`config.mk`:
```
export PLATFORM = sky130hd
export DESIGN_NAME = con_uart_front
export DESIGN_NICKNAME = d
export VERILOG_FILES = /design/src/rtl/con_uart_pkg.sv /design/src/rtl/con_uart_filter.sv /design/src/rtl/con_uart_tx_stage.sv /design/src/rtl/con_uart_irq_ctrl.sv /design/src/rtl/con_uart_front.sv
export SDC_FILE = /design/constraint.sdc
export NUM_CORES = 1
export LEC_CHECK = 0
export ABC_AREA = 1
export BUFFER_PORTS_ARGS = -buffer_cell sky130_fd_sc_hd__buf_2
export CAP_MARGIN = 20
export CORE_MARGIN = 2
export CORE_UTILIZATION = 51
export DETAILED_ROUTE_END_ITERATION = 6
export MAX_ROUTING_LAYER = met4
export PLACE_DENSITY = 0.75
export SLEW_MARGIN = 20
export SYNTH_ARGS = -nofsm -noshare
export SYNTH_HDL_FRONTEND = slang
export SYNTH_SLANG_ARGS = --single-unit
```
`constraint.sdc`:
```
create_clock -name clk -period 1.1 [get_ports clk]
set_input_delay 0.165 -clock clk [delete_from_list [all_inputs] [get_ports clk]]
set_output_delay 0.165 -clock clk [all_outputs]
set_load 0.02 [all_outputs]
```
`src/rtl/con_uart_pkg.sv`:
```
package con_uart_pkg;
    localparam int BYTE_W   = 8;
    localparam int OFS_W    = 3;

    localparam logic [OFS_W-1:0] OFS_DATA   = 3'h0;
    localparam logic [OFS_W-1:0] OFS_ENABLE = 3'h1;
    localparam logic [OFS_W-1:0] OFS_CMD    = 3'h3;
    localparam logic [OFS_W-1:0] OFS_MODEM  = 3'h4;
    localparam logic [OFS_W-1:0] OFS_STATUS = 3'h5;

    localparam logic [BYTE_W-1:0] CMD_TX_ACK = 8'h28;
    localparam logic [BYTE_W-1:0] CODE_FF    = 8'h0C;
    localparam logic [BYTE_W-1:0] CODE_DEL   = 8'h7F;
    localparam logic [BYTE_W-1:0] CODE_SPACE = 8'h20;
    localparam logic [BYTE_W-1:0] CODE_TILDE = 8'h7E;

    localparam int EN_RX_BIT = 0;
    localparam int EN_TX_BIT = 1;
    localparam int ST_TX_BIT = 0;
    localparam int ST_RX_BIT = 1;
endpackage

```
`src/rtl/con_uart_filter.sv`:
```
module con_uart_filter
    import con_uart_pkg::*;
#(
    parameter int DATA_W = BYTE_W
) (
    input  logic [DATA_W-1:0] code,
    output logic              keep
);
    logic printable;
    logic control;

    always_comb begin
        printable = (code >= CODE_SPACE) && (code <= CODE_TILDE);
        control   = (code < CODE_SPACE) || (code == CODE_DEL);
        keep      = (printable || control) && (code != CODE_FF);
    end
endmodule

```
`src/rtl/con_uart_tx_stage.sv`:
```
module con_uart_tx_stage #(
    parameter int DATA_W = 8
) (
    input  logic              clk,
    input  logic              rst_n,
    input  logic              load,
    input  logic [DATA_W-1:0] load_data,
    output logic              busy,
    output logic              ch_valid,
    output logic [DATA_W-1:0] ch_data,
    input  logic              ch_ready
);
    typedef struct packed {
        logic              valid;
        logic [DATA_W-1:0] data;
    } tx_state_t;

    tx_state_t st_d, st_q;

    always_comb begin
        st_d = st_q;
        if (st_q.valid && ch_ready) begin
            st_d.valid = 1'b0;
        end
        if (load) begin
            st_d.valid = 1'b1;
            st_d.data  = load_data;
        end
    end

    always_ff @(posedge clk) begin
        if (!rst_n) begin
            st_q <= '0;
        end else begin
            st_q <= st_d;
        end
    end

    assign ch_valid = st_q.valid;
    assign ch_data  = st_q.data;
    assign busy     = st_q.valid && !ch_ready;

    // an offered character stays put until the sink takes it
    p_hold_r4: assert property (@(posedge clk) disable iff (!rst_n)
        (ch_valid && !ch_ready) |=> (ch_valid && $stable(ch_data)));
endmodule

```
`src/rtl/con_uart_irq_ctrl.sv`:
```
module con_uart_irq_ctrl
    import con_uart_pkg::*;
#(
    parameter int DATA_W = BYTE_W
) (
    input  logic              clk,
    input  logic              rst_n,
    input  logic              en_we,
    input  logic              cmd_we,
    input  logic              tx_touch,
    input  logic [DATA_W-1:0] wdata,
    input  logic              rx_pend,
    output logic [DATA_W-1:0] en_q,
    output logic [DATA_W-1:0] cmd_q,
    output logic              tx_pend,
    output logic              ack_err,
    output logic              irq
);
    typedef struct packed {
        logic [DATA_W-1:0] en;
        logic [DATA_W-1:0] cmd;
        logic              tx;
        logic              err;
    } irq_state_t;

    irq_state_t st_d, st_q;

    always_comb begin
        st_d = st_q;
        if (tx_touch && st_q.en[EN_TX_BIT]) begin
            st_d.tx = 1'b1;
        end
        if (en_we) begin
            st_d.en = wdata;
            if (wdata[EN_TX_BIT]) begin
                st_d.tx = 1'b1;
            end
        end
        if (cmd_we) begin
            st_d.cmd = wdata;
            if (wdata == CMD_TX_ACK) begin
                if (st_q.tx) begin
                    st_d.tx = 1'b0;
                end else begin
                    st_d.err = 1'b1;
                end
            end
        end
    end

    always_ff @(posedge clk) begin
        if (!rst_n) begin
            st_q <= '0;
        end else begin
            st_q <= st_d;
        end
    end

    assign en_q    = st_q.en;
    assign cmd_q   = st_q.cmd;
    assign tx_pend = st_q.tx;
    assign ack_err = st_q.err;
    assign irq     = (st_q.tx && st_q.en[EN_TX_BIT]) || (rx_pend && st_q.en[EN_RX_BIT]);

    // enabling the transmit source raises its flag on the next cycle
    p_enable_raises_r6: assert property (@(posedge clk) disable iff (!rst_n)
        (en_we && wdata[EN_TX_BIT]) |=> tx_pend);

    // an acknowledge leaves the transmit flag clear
    p_ack_clears_r7: assert property (@(posedge clk) disable iff (!rst_n)
        (cmd_we && wdata == CMD_TX_ACK) |=> !tx_pend);

    // the protocol error flag never drops outside reset
    p_err_sticky_r7: assert property (@(posedge clk) disable iff (!rst_n)
        ack_err |=> ack_err);

    // a neutral command cannot raise or clear the flag
    p_cmd_neutral_r8: assert property (@(posedge clk) disable iff (!rst_n)
        (cmd_we && wdata != CMD_TX_ACK && !tx_touch) |=> $stable(tx_pend));
endmodule

```
`src/rtl/con_uart_front.sv`:
```
module con_uart_front
    import con_uart_pkg::*;
#(
    parameter int DATA_W = BYTE_W,
    parameter int ADDR_W = OFS_W
) (
    input  logic              clk,
    input  logic              rst_n,
    input  logic              reg_wr,
    input  logic [ADDR_W-1:0] reg_addr,
    input  logic [DATA_W-1:0] reg_wdata,
    output logic [DATA_W-1:0] reg_rdata,
    output logic              reg_stall,
    input  logic              rx_pending,
    output logic              ch_valid,
    output logic [DATA_W-1:0] ch_data,
    input  logic              ch_ready,
    output logic              irq,
    output logic              ack_err
);
    logic              hit_data;
    logic              busy;
    logic              data_acc;
    logic              keep;
    logic              load;
    logic [DATA_W-1:0] en_q;
    logic [DATA_W-1:0] cmd_q;
    logic              tx_pend;

    always_comb begin
        hit_data  = reg_wr && (reg_addr == ADDR_W'(OFS_DATA));
        reg_stall = hit_data && busy;
        data_acc  = hit_data && !busy;
        load      = data_acc && keep;
    end

    con_uart_filter #(.DATA_W(DATA_W)) u_filter (
        .code (reg_wdata),
        .keep (keep)
    );

    con_uart_tx_stage #(.DATA_W(DATA_W)) u_tx (
        .clk       (clk),
        .rst_n     (rst_n),
        .load      (load),
        .load_data (reg_wdata),
        .busy      (busy),
        .ch_valid  (ch_valid),
        .ch_data   (ch_data),
        .ch_ready  (ch_ready)
    );

    con_uart_irq_ctrl #(.DATA_W(DATA_W)) u_irq (
        .clk      (clk),
        .rst_n    (rst_n),
        .en_we    (reg_wr && reg_addr == ADDR_W'(OFS_ENABLE)),
        .cmd_we   (reg_wr && reg_addr == ADDR_W'(OFS_CMD)),
        .tx_touch (data_acc),
        .wdata    (reg_wdata),
        .rx_pend  (rx_pending),
        .en_q     (en_q),
        .cmd_q    (cmd_q),
        .tx_pend  (tx_pend),
        .ack_err  (ack_err),
        .irq      (irq)
    );

    always_comb begin
        reg_rdata = '0;
        case (reg_addr)
            ADDR_W'(OFS_ENABLE): reg_rdata = en_q;
            ADDR_W'(OFS_CMD):    reg_rdata = cmd_q;
            ADDR_W'(OFS_STATUS): begin
                reg_rdata[ST_TX_BIT] = tx_pend;
                reg_rdata[ST_RX_BIT] = rx_pending;
            end
            default:             reg_rdata = '0;
        endcase
    end

    // a dropped form feed leaves the output empty on the next cycle
    p_ff_dropped_r3: assert property (@(posedge clk) disable iff (!rst_n)
        (data_acc && reg_wdata == CODE_FF) |=> !ch_valid);

    // a stalled write never moves the offered character
    p_stall_holds_r4: assert property (@(posedge clk) disable iff (!rst_n)
        reg_stall |=> (ch_valid && $stable(ch_data)));
endmodule

```
After elaboration in Yosys (flattened, before gate mapping) --
Index checks and enable logic that the tools add are counted.
Operators by class: order comparisons 3, bitwise logic cells 1, equal/unequal tests 6, multiplexer cells 11, reduce and logical (&&, ||, !) cells 21
Operator list (number):
- logical AND 1 bit | 13
- one-hot mux 6 bit (2 select lines) | 1
- two-way mux 9 bit | 1
- == test 8 x 6 -> 1 bit, second input constant | 1
- == test 8 x 7 -> 1 bit, second input constant | 1
- greater-or-equal comparator 8 x 6 -> 1 bit, second input constant | 1
- less-or-equal comparator 8 x 7 -> 1 bit, second input constant | 1
- < comparator 8 x 6 -> 1 bit, second input constant | 1
- inequality test 8 x 4 -> 1 bit, second input constant | 1
- two-way mux 1 bit | 6
- one-hot mux 2 bit (3 select lines) | 1
- two-way mux 2 bit | 2
- == test 3 x 1 -> 1 bit, second input constant | 1
- == test 3 x 2 -> 1 bit, second input constant | 1
- == test 3 bit, second input constant | 1
- logical NOT 3 bit | 1
- logical OR 1 bit | 3
- AND reduction 3 bit | 1
- logical NOT 1 bit | 2
- nonzero test 2 bit | 1
- NOT 1 bit | 1
Storage, ports and cells: word-level logic and storage cells 48, register bits 27

Longest topological paths before layout --
Gate-level depths: netlist of the first run.
word-level depth 11, mapped depth 8

Hierarchy --
Synthesis of the first run repeated with hierarchy kept, for this count alone.
Unflattened totals: cell total of the unflattened synthesis 181, area, all modules 1300.0 um2
Modules (own cells, without submodules):
- con_uart_irq_ctrl | cells each 88, sequential area each 360.3 um2, instances 1, area an instance 715.7 um2
- con_uart_tx_stage | cells each 39, sequential area each 180.2 um2, instances 1, area an instance 307.8 um2
- con_uart_front | cells each 45, sequential area each 0.0 um2, instances 1, area an instance 242.7 um2
- con_uart_filter | cells each 9, sequential area each 0.0 um2, instances 1, area an instance 33.8 um2

Worst setup path after synthesis of the first run --
No wires, ideal clock.
kind reg-to-output, start point register u_tx.st_q, in the netlist u_tx.ch_valid, end point output port reg_stall, slack -0.246 ns, data arrival time 1.181 ns, stages on the path, launching flop included 5, path buffers 0, cell sequence dfxtp_1 > inv_1 > nor2_1 > inv_1 > nor2_1
On the way: cells in the longest elaborated chain, start to end 2
Ends and longest elaborated chain:
- start, declared | RTL line con_uart_tx_stage.sv:18 | tx_state_t st_d, st_q;
- start signal, assigned | RTL line con_uart_tx_stage.sv:35 | st_q <= st_d;
- logical AND 1 bit | RTL line con_uart_tx_stage.sv:41 | assign busy = st_q.valid && !ch_ready;
- logical AND 1 bit | RTL line con_uart_front.sv:32 | reg_stall = hit_data && busy;
- end, declared | RTL line con_uart_front.sv:13 | output logic reg_stall,
Every way passes these cells.

Worst setup path in the final report of the first run --
start point register u_irq.st_q, in the netlist u_irq.en_q[0], end point output port reg_rdata[0]
On the way: cells in the longest elaborated chain, start to end 1
Ends and longest elaborated chain:
- start, declared | RTL line con_uart_irq_ctrl.sv:26 | irq_state_t st_d, st_q;
- start signal, assigned | RTL line con_uart_irq_ctrl.sv:55 | st_q <= st_d;
- one-hot mux 2 bit (3 select lines) | RTL line con_uart_front.sv:70 | case (reg_addr)
- end, declared | RTL line con_uart_front.sv:12 | output logic [DATA_W-1:0] reg_rdata,
Every way passes these cells.

==> results.json, run 1 <==
{
  "startpoint": "u_irq.en_q[0]",
  "seq_area_frac_synth": 0.416,
  "grt_pass1_vias": 1277,
  "overflow": 0,
  "fin_worst_skew_ns": 0.000938,
  "drc": 0,
  "syn_area_mm2": 0.00130,
  "grt_max_degree": 26,
  "start_util": 0.530,
  "cts_buffer_depth": 2,
  "p_leak_nw": 0.950,
  "crit_required_ns": 0.94,
  "slew_violations": 0,
  "rows": 18,
  "rsz0062_at_grt": "yes",
  "yosysWarnings": 0,
  "cts_hold_repair.buffers": 0,
  "num_vias": 1469,
  "postSynthCellCount": 192,
  "min-delay-path-class": "in -> reg",
  "die_h_um": 54.5,
  "status": "finished with violations",
  "dr.first_iter.drc_count": 24,
  "drt-wirelength-per-cell_um": 12.3,
  "finalPower_mw": 1.76,
  "clockRootBuffer": "clkbuf_4",
  "max_slew_margin": 0.741,
  "ff2ff_path_depth": 9,
  "reg2reg_slack_ns": -0.11,
  "vdd_drop_max_mv": 0.798,
  "path_class": "reg -> out",
  "multi_input_area_um2": 674,
  "synth_cell_type_count": 20,
  "holdWs_ns": 0.134,
  "synth_top_area_cell": "dfxtp_1",
  "hpwlAfterDp_um": 2390,
  "vias_per_cell": 5.05,
  "cts-htree-levels": 1,
  "avgSynthCellArea_um2": 6.77,
  "setup_viol": 20,
  "cp-end-kind": "output pin",
  "die_w_um": 54.5,
  "grt_pass1_wl_um": 5130,
  "io_pins": 36,
  "gp_congestion": 0.864,
  "violations": "setup timing",
  "drive_above_1_share": 0.483,
  "critPathArrivalTime_ns": 1.05,
  "clock_latency_ns": 0.31,
  "synth_area_leaders": "dfxtp_1, inv_1, nand2_1, o21ai_0, a21oi_1",
  "setup_ws_ns": -0.115,
  "antenna_found_initial": 0,
  "path_cells": "inv_2 -> o221ai_2 -> buf_4",
  "timing.final.crit_share": 1.10,
  "seq_area_um2": 556,
  "fill_cells": 188,
  "synth_top_area_frac": 0.416,
  "wirelength_um": 3590,
  "cts_tree": "built",
  "synth_nets": 208,
  "syn_to_final_growth_pct": 52.0,
  "max_stage_delay_ns": 0.37,
  "regToRegStartpoint": "u_tx.ch_valid",
  "grt_usage": 0.243,
  "max-cap-violations": 0,
  "tightestPinTransition_ns": 0.387,
  "postRouteAntennaNets": 0,
  "crit_end": "reg_rdata[0]",
  "port-buffer-count": 35,
  "crit_fanout": 2,
  "finalCoreUtilization": 0.805,
  "n_antenna_cell": 0,
  "p_per_area_mw_per_mm2": 890,
  "cts_sinks": 27,
  "ys_seq_elements": 27,
  "fin_crit_ns": 1.22,
  "drt_first_pass_iters": 4,
  "dieArea_mm2": 0.00297,
  "critPathLaunchType": "register",
  "fp.coreArea_mm2": 0.00245,
  "nNetsFinal": 278,
  "fmax_mhz": 823,
  "critical-path-slowest-cell": "dfxtp_2",
  "hold_viol_final": 0,
  "timing.rr.end": "u_tx.ch_data[3]",
  "cts_buffers": 3,
  "clk_pin_slew_ns": 0.13
}
## worst max-delay path, delay by kind of cell, from the launching register on
family                 cells  cell delay, ns
AO/OA/AOI/OAI              1            0.15
buffers and inverters      2            0.22
flip-flops                 1            0.37
## synthesized netlist by cell type (all sizes together)
library cell / number
nand2: 37
inv: 45
nor3: 1
dfxtp: 27
buf: 2
a21oi: 18
nand4: 2
nor2: 22
nand3: 12
o221ai: 2
clkbuf: 2
o21ai: 22
## report_power, final
part	internal [mW]	switching, mW
combinational	0.138	0.186
clock	0.142	0.273
sequential	1.01	0.0134
## through the flow
step	cell area (um2)	setup WS [ns]	std cells	TNS, ns
6_report	1980	-0.115	291	-1.29
5_1_grt	1980	-0.174	291	-2.33
4_1_cts	1790	-0.132	282	-0.861
3_5_place_dp	1630	-0.0993	268	-1.60
3_3_place_gp	1630	-0.0436	268	-0.579
2_1_floorplan	1320	-0.0218	192	-0.131
## routing by layer
layer	vias up	wire length, um	GRT usage
met5	-	0	-
met4	0	25	0.0667
met3	4	142	0.0383
met2	37	1930	0.466
met1	689	1490	0.254
li1	739	-	-
## flip-flops by register name, summed over array words and instances, names as in the netlist
register	cells
u_irq.tx_pend	1
u_irq.en_q	8
u_tx.ch_valid	1
u_tx.ch_data	8
u_irq.cmd_q	8
u_irq.ack_err	1
## worst min path at each step
| stage | startpoint | end | slack [ns] | cells past startpoint |
|---|---|---|---|---|
| detailed placement | u_irq.ack_err | u_irq.ack_err | 0.44 | 2 |
| floorplan | rst_n | u_irq.cmd_q[7] | 0.30 | 2 |
| global placement | u_irq.cmd_q[4] | u_irq.cmd_q[4] | 0.43 | 2 |
| global route | reg_wdata[5] | u_irq.cmd_q[5] | 0.14 | 3 |
| CTS | reg_wdata[6] | u_irq.en_q[6] | 0.13 | 3 |
| finish | reg_wdata[6] | u_irq.en_q[6] | 0.13 | 3 |
## cells by family (layout without fill, tap and decap cells)
kind of cell / Yosys count / count (layout) / share of synthesized area
AOI/OAI and AO/OA: 42 / 42 / 0.167
buffers and inverters: 49 / 117 / 0.145
and+or+nand+nor: 74 / 75 / 0.271
DFF: 27 / 27 / 0.416
## cell usage in the layout, fill, tap and decap left out, types with 3 or more instances in the layout
cell | netlist | routed
nor2_1 | 19 | 16
nand3_1 | 10 | 9
o21ai_2 | 0 | 6
buf_4 | 1 | 31
dfxtp_1 | 27 | 15
buf_2 | 1 | 25
dfxtp_2 | 0 | 12
buf_6 | 0 | 10
nand2_1 | 35 | 29
inv_1 | 43 | 29
inv_2 | 2 | 15
nor2_4 | 2 | 4
clkbuf_4 | 0 | 3
nand2_2 | 2 | 6
o21ai_0 | 20 | 13
o21ai_1 | 2 | 3
a21oi_1 | 18 | 17
## cell type report
cell class,instances,share of cell area
clock buffer,4,0.0133
multi-input combinational,117,0.341
inverter,45,0.0868
tap,30,0.0190
sequential,27,0.281
timing repair buffer,68,0.258
## repair_timing
item / CTS / global route
gates resized for setup: 33 / 43
gates cloned: 0 / 1
setup buffers: 10 / 8
setup endpoints to repair: 10 / 20
pin swaps: 13 / 20
Note: power is estimated with default switching activity, not from simulation.
==> run 2: changes to the inputs <==
Settings changed: BUFFER_PORTS_ARGS -buffer_cell sky130_fd_sc_hd__buf_2 to unset, CORE_MARGIN 2 to unset, CORE_UTILIZATION 51 to 56, DONT_BUFFER_PORTS set to 1, PLACE_DENSITY 0.75 to 0.68.
==> run 2 against run 1 <==
  * Critical path type unchanged
  * Via count is 2.7% lower
  * Wire length is 0.39% lower
  * Combinational power is 19% lower
  * Cell area is 5.0% lower
  * The run still ends with setup timing left
==> results.json, run 2 (synthesis results as in run 1) <==
{
  "status": "finished with violations",
  "violations": "setup timing",
  "finalCoreUtilization": 0.857,
  "clockRootBuffer": "clkbuf_4",
  "mostFrequentLayoutCells": "inv_1, buf_4, nand2_1, nor2_1, a21oi_1",
  "die_w_um": 50.2,
  "drive_above_1_share": 0.414,
  "grt_usage": 0.272,
  "postRouteAntennaNets": 0,
  "setup_viol": 16,
  "p_sw_mw": 0.456,
  "dieArea_mm2": 0.00252,
  "sequentialPowerShare": 0.595,
  "nNetsFinal": 256,
  "io_pins": 36,
  "pre_cts_ws_ns": 0.0484,
  "crit_family": "flip-flops",
  "p_per_area_mw_per_mm2": 915,
  "fill_cells": 132,
  "fin_worst_skew_ns": 0.0106,
  "drc": 0,
  "max_slew_margin": 0.514,
  "finalSetupTns_ns": -0.784,
  "p_int_mw": 1.26,
  "slew_violations": 0,
  "grt_pass1_vias": 1282,
  "tightestPinTransition_ns": 0.729,
  "start_util": 0.593,
  "port-buffer-count": 0,
  "wirelength_um": 3570,
  "path_cells": "inv_2 -> nor2_4 -> inv_2 -> nor2_4",
  "cts_sinks": 27,
  "cts_buffers": 3,
  "vias_per_cell": 5.36,
  "design_area_mm2": 0.00188,
  "cp-end-kind": "output pin",
  "p_sw_frac": 0.265,
  "p_leak_nw": 0.834,
  "rsz0062_at_grt": "yes",
  "num_vias": 1430,
  "syn_to_final_growth_pct": 44.4,
  "cts-htree-levels": 1,
  "min-delay-path-class": "in -> reg",
  "overflow": 0,
  "clk_pin_slew_ns": 0.15,
  "antenna_found_initial": 0,
  "placed_cells": 235,
  "hold_viol_final": 0,
  "worst-path-buf-inv": 2,
  "fp.coreArea_mm2": 0.00219,
  "place_area_mm2": 0.00147,
  "path_class": "reg -> out",
  "gp_congestion": 0.815,
  "grt_pass1_wl_um": 5110,
  "drt-wirelength-per-cell_um": 13.4,
  "critPathArrivalTime_ns": 1.07,
  "crit_fanout": 2,
  "max-cap-violations": 0,
  "drt_first_pass_iters": 4,
  "critPathLaunchType": "register",
  "critical-path-slowest-cell": "dfxtp_2",
  "hpwlAfterDp_um": 2030,
  "finalPower_mw": 1.72,
  "fmax_mhz": 808,
  "n_antenna_cell": 0,
  "p_comb_frac": 0.152,
  "cts_buffer_depth": 2,
  "die_h_um": 50.2,
  "grt_max_degree": 23,
  "rows": 17,
  "p_clk_frac": 0.253,
  "cts_tree": "built",
  "dr.first_iter.drc_count": 26,
  "timing.final.crit_share": 1.13,
  "fin_crit_ns": 1.24,
  "holdWs_ns": 0.0143,
  "fin_cells": 267,
  "max_stage_delay_ns": 0.36,
  "vdd_drop_max_mv": 1.06,
  "clock_latency_ns": 0.33,
  "setup_ws_ns": -0.138,
  "crit_required_ns": 0.94
}
-- run 2: changes by cell type in the layout (fill, tap and decap cells not counted), moves of 2 or more --
cell           before  now
nand3_1             9    4
o21ai_2             6    4
nand3_2             2    7
buf_6              10    6
o21ai_1             3    5
nand2_4             2    0
nand2_2             6    8
dlygate4sd3_1       0    7
buf_2              25    0
-- run 2: worst paths after layout --
kind | startpoint | endpoint | slack (ns) | cells after the start
max reg2reg | u_tx.ch_valid | u_tx.ch_data[3] | -0.06 | 8
min | reg_wdata[5] | u_irq.cmd_q[5] | 0.01 | 2
min reg2reg | u_irq.en_q[0] | u_irq.en_q[0] | 0.48 | 2
max | u_tx.ch_valid | reg_stall | -0.14 | 4
-- run 2: final cells by class --
class	count	area [um2]	area share
Multi-Input combinational cell	118	694	0.370
Sequential cell	27	557	0.297
Timing Repair Buffer	45	395	0.211
Inverter	45	169	0.0900
Tap cell	28	35.0	0.0187
Clock buffer	4	26.3	0.0140
-- run 2: per-layer routing --
| metal | GRT usage | vias to the layer above | part of all wire |
|---|---|---|---|
| met3 | 0.0303 | 10 | 0.046 |
| met4 | 0.0762 | 0 | 0.022 |
| met2 | 0.496 | 46 | 0.52 |
| li1 | - | 702 | - |
| met1 | 0.310 | 672 | 0.41 |
| met5 | - | - | 0 |
-- run 2: power groups by stage --
stage          logic [mW]  registers (mW)  clock network (mW)
3_5_place_dp        0.165            1.04                   0
6_report            0.262            1.02               0.434
4_1_cts             0.221            1.02               0.423
5_1_grt             0.287            1.02               0.476
2_1_floorplan       0.124            1.04                   0
3_3_place_gp        0.160            1.04                   0
-- run 2: what timing repair did --
action	CTS	global route
pin swaps	12	17
endpoints found under the setup margin	10	34
endpoints found under the hold margin	27	0
gates resized for setup	22	39
hold buffers	8	0
cloned	0	2
setup buffers	12	6
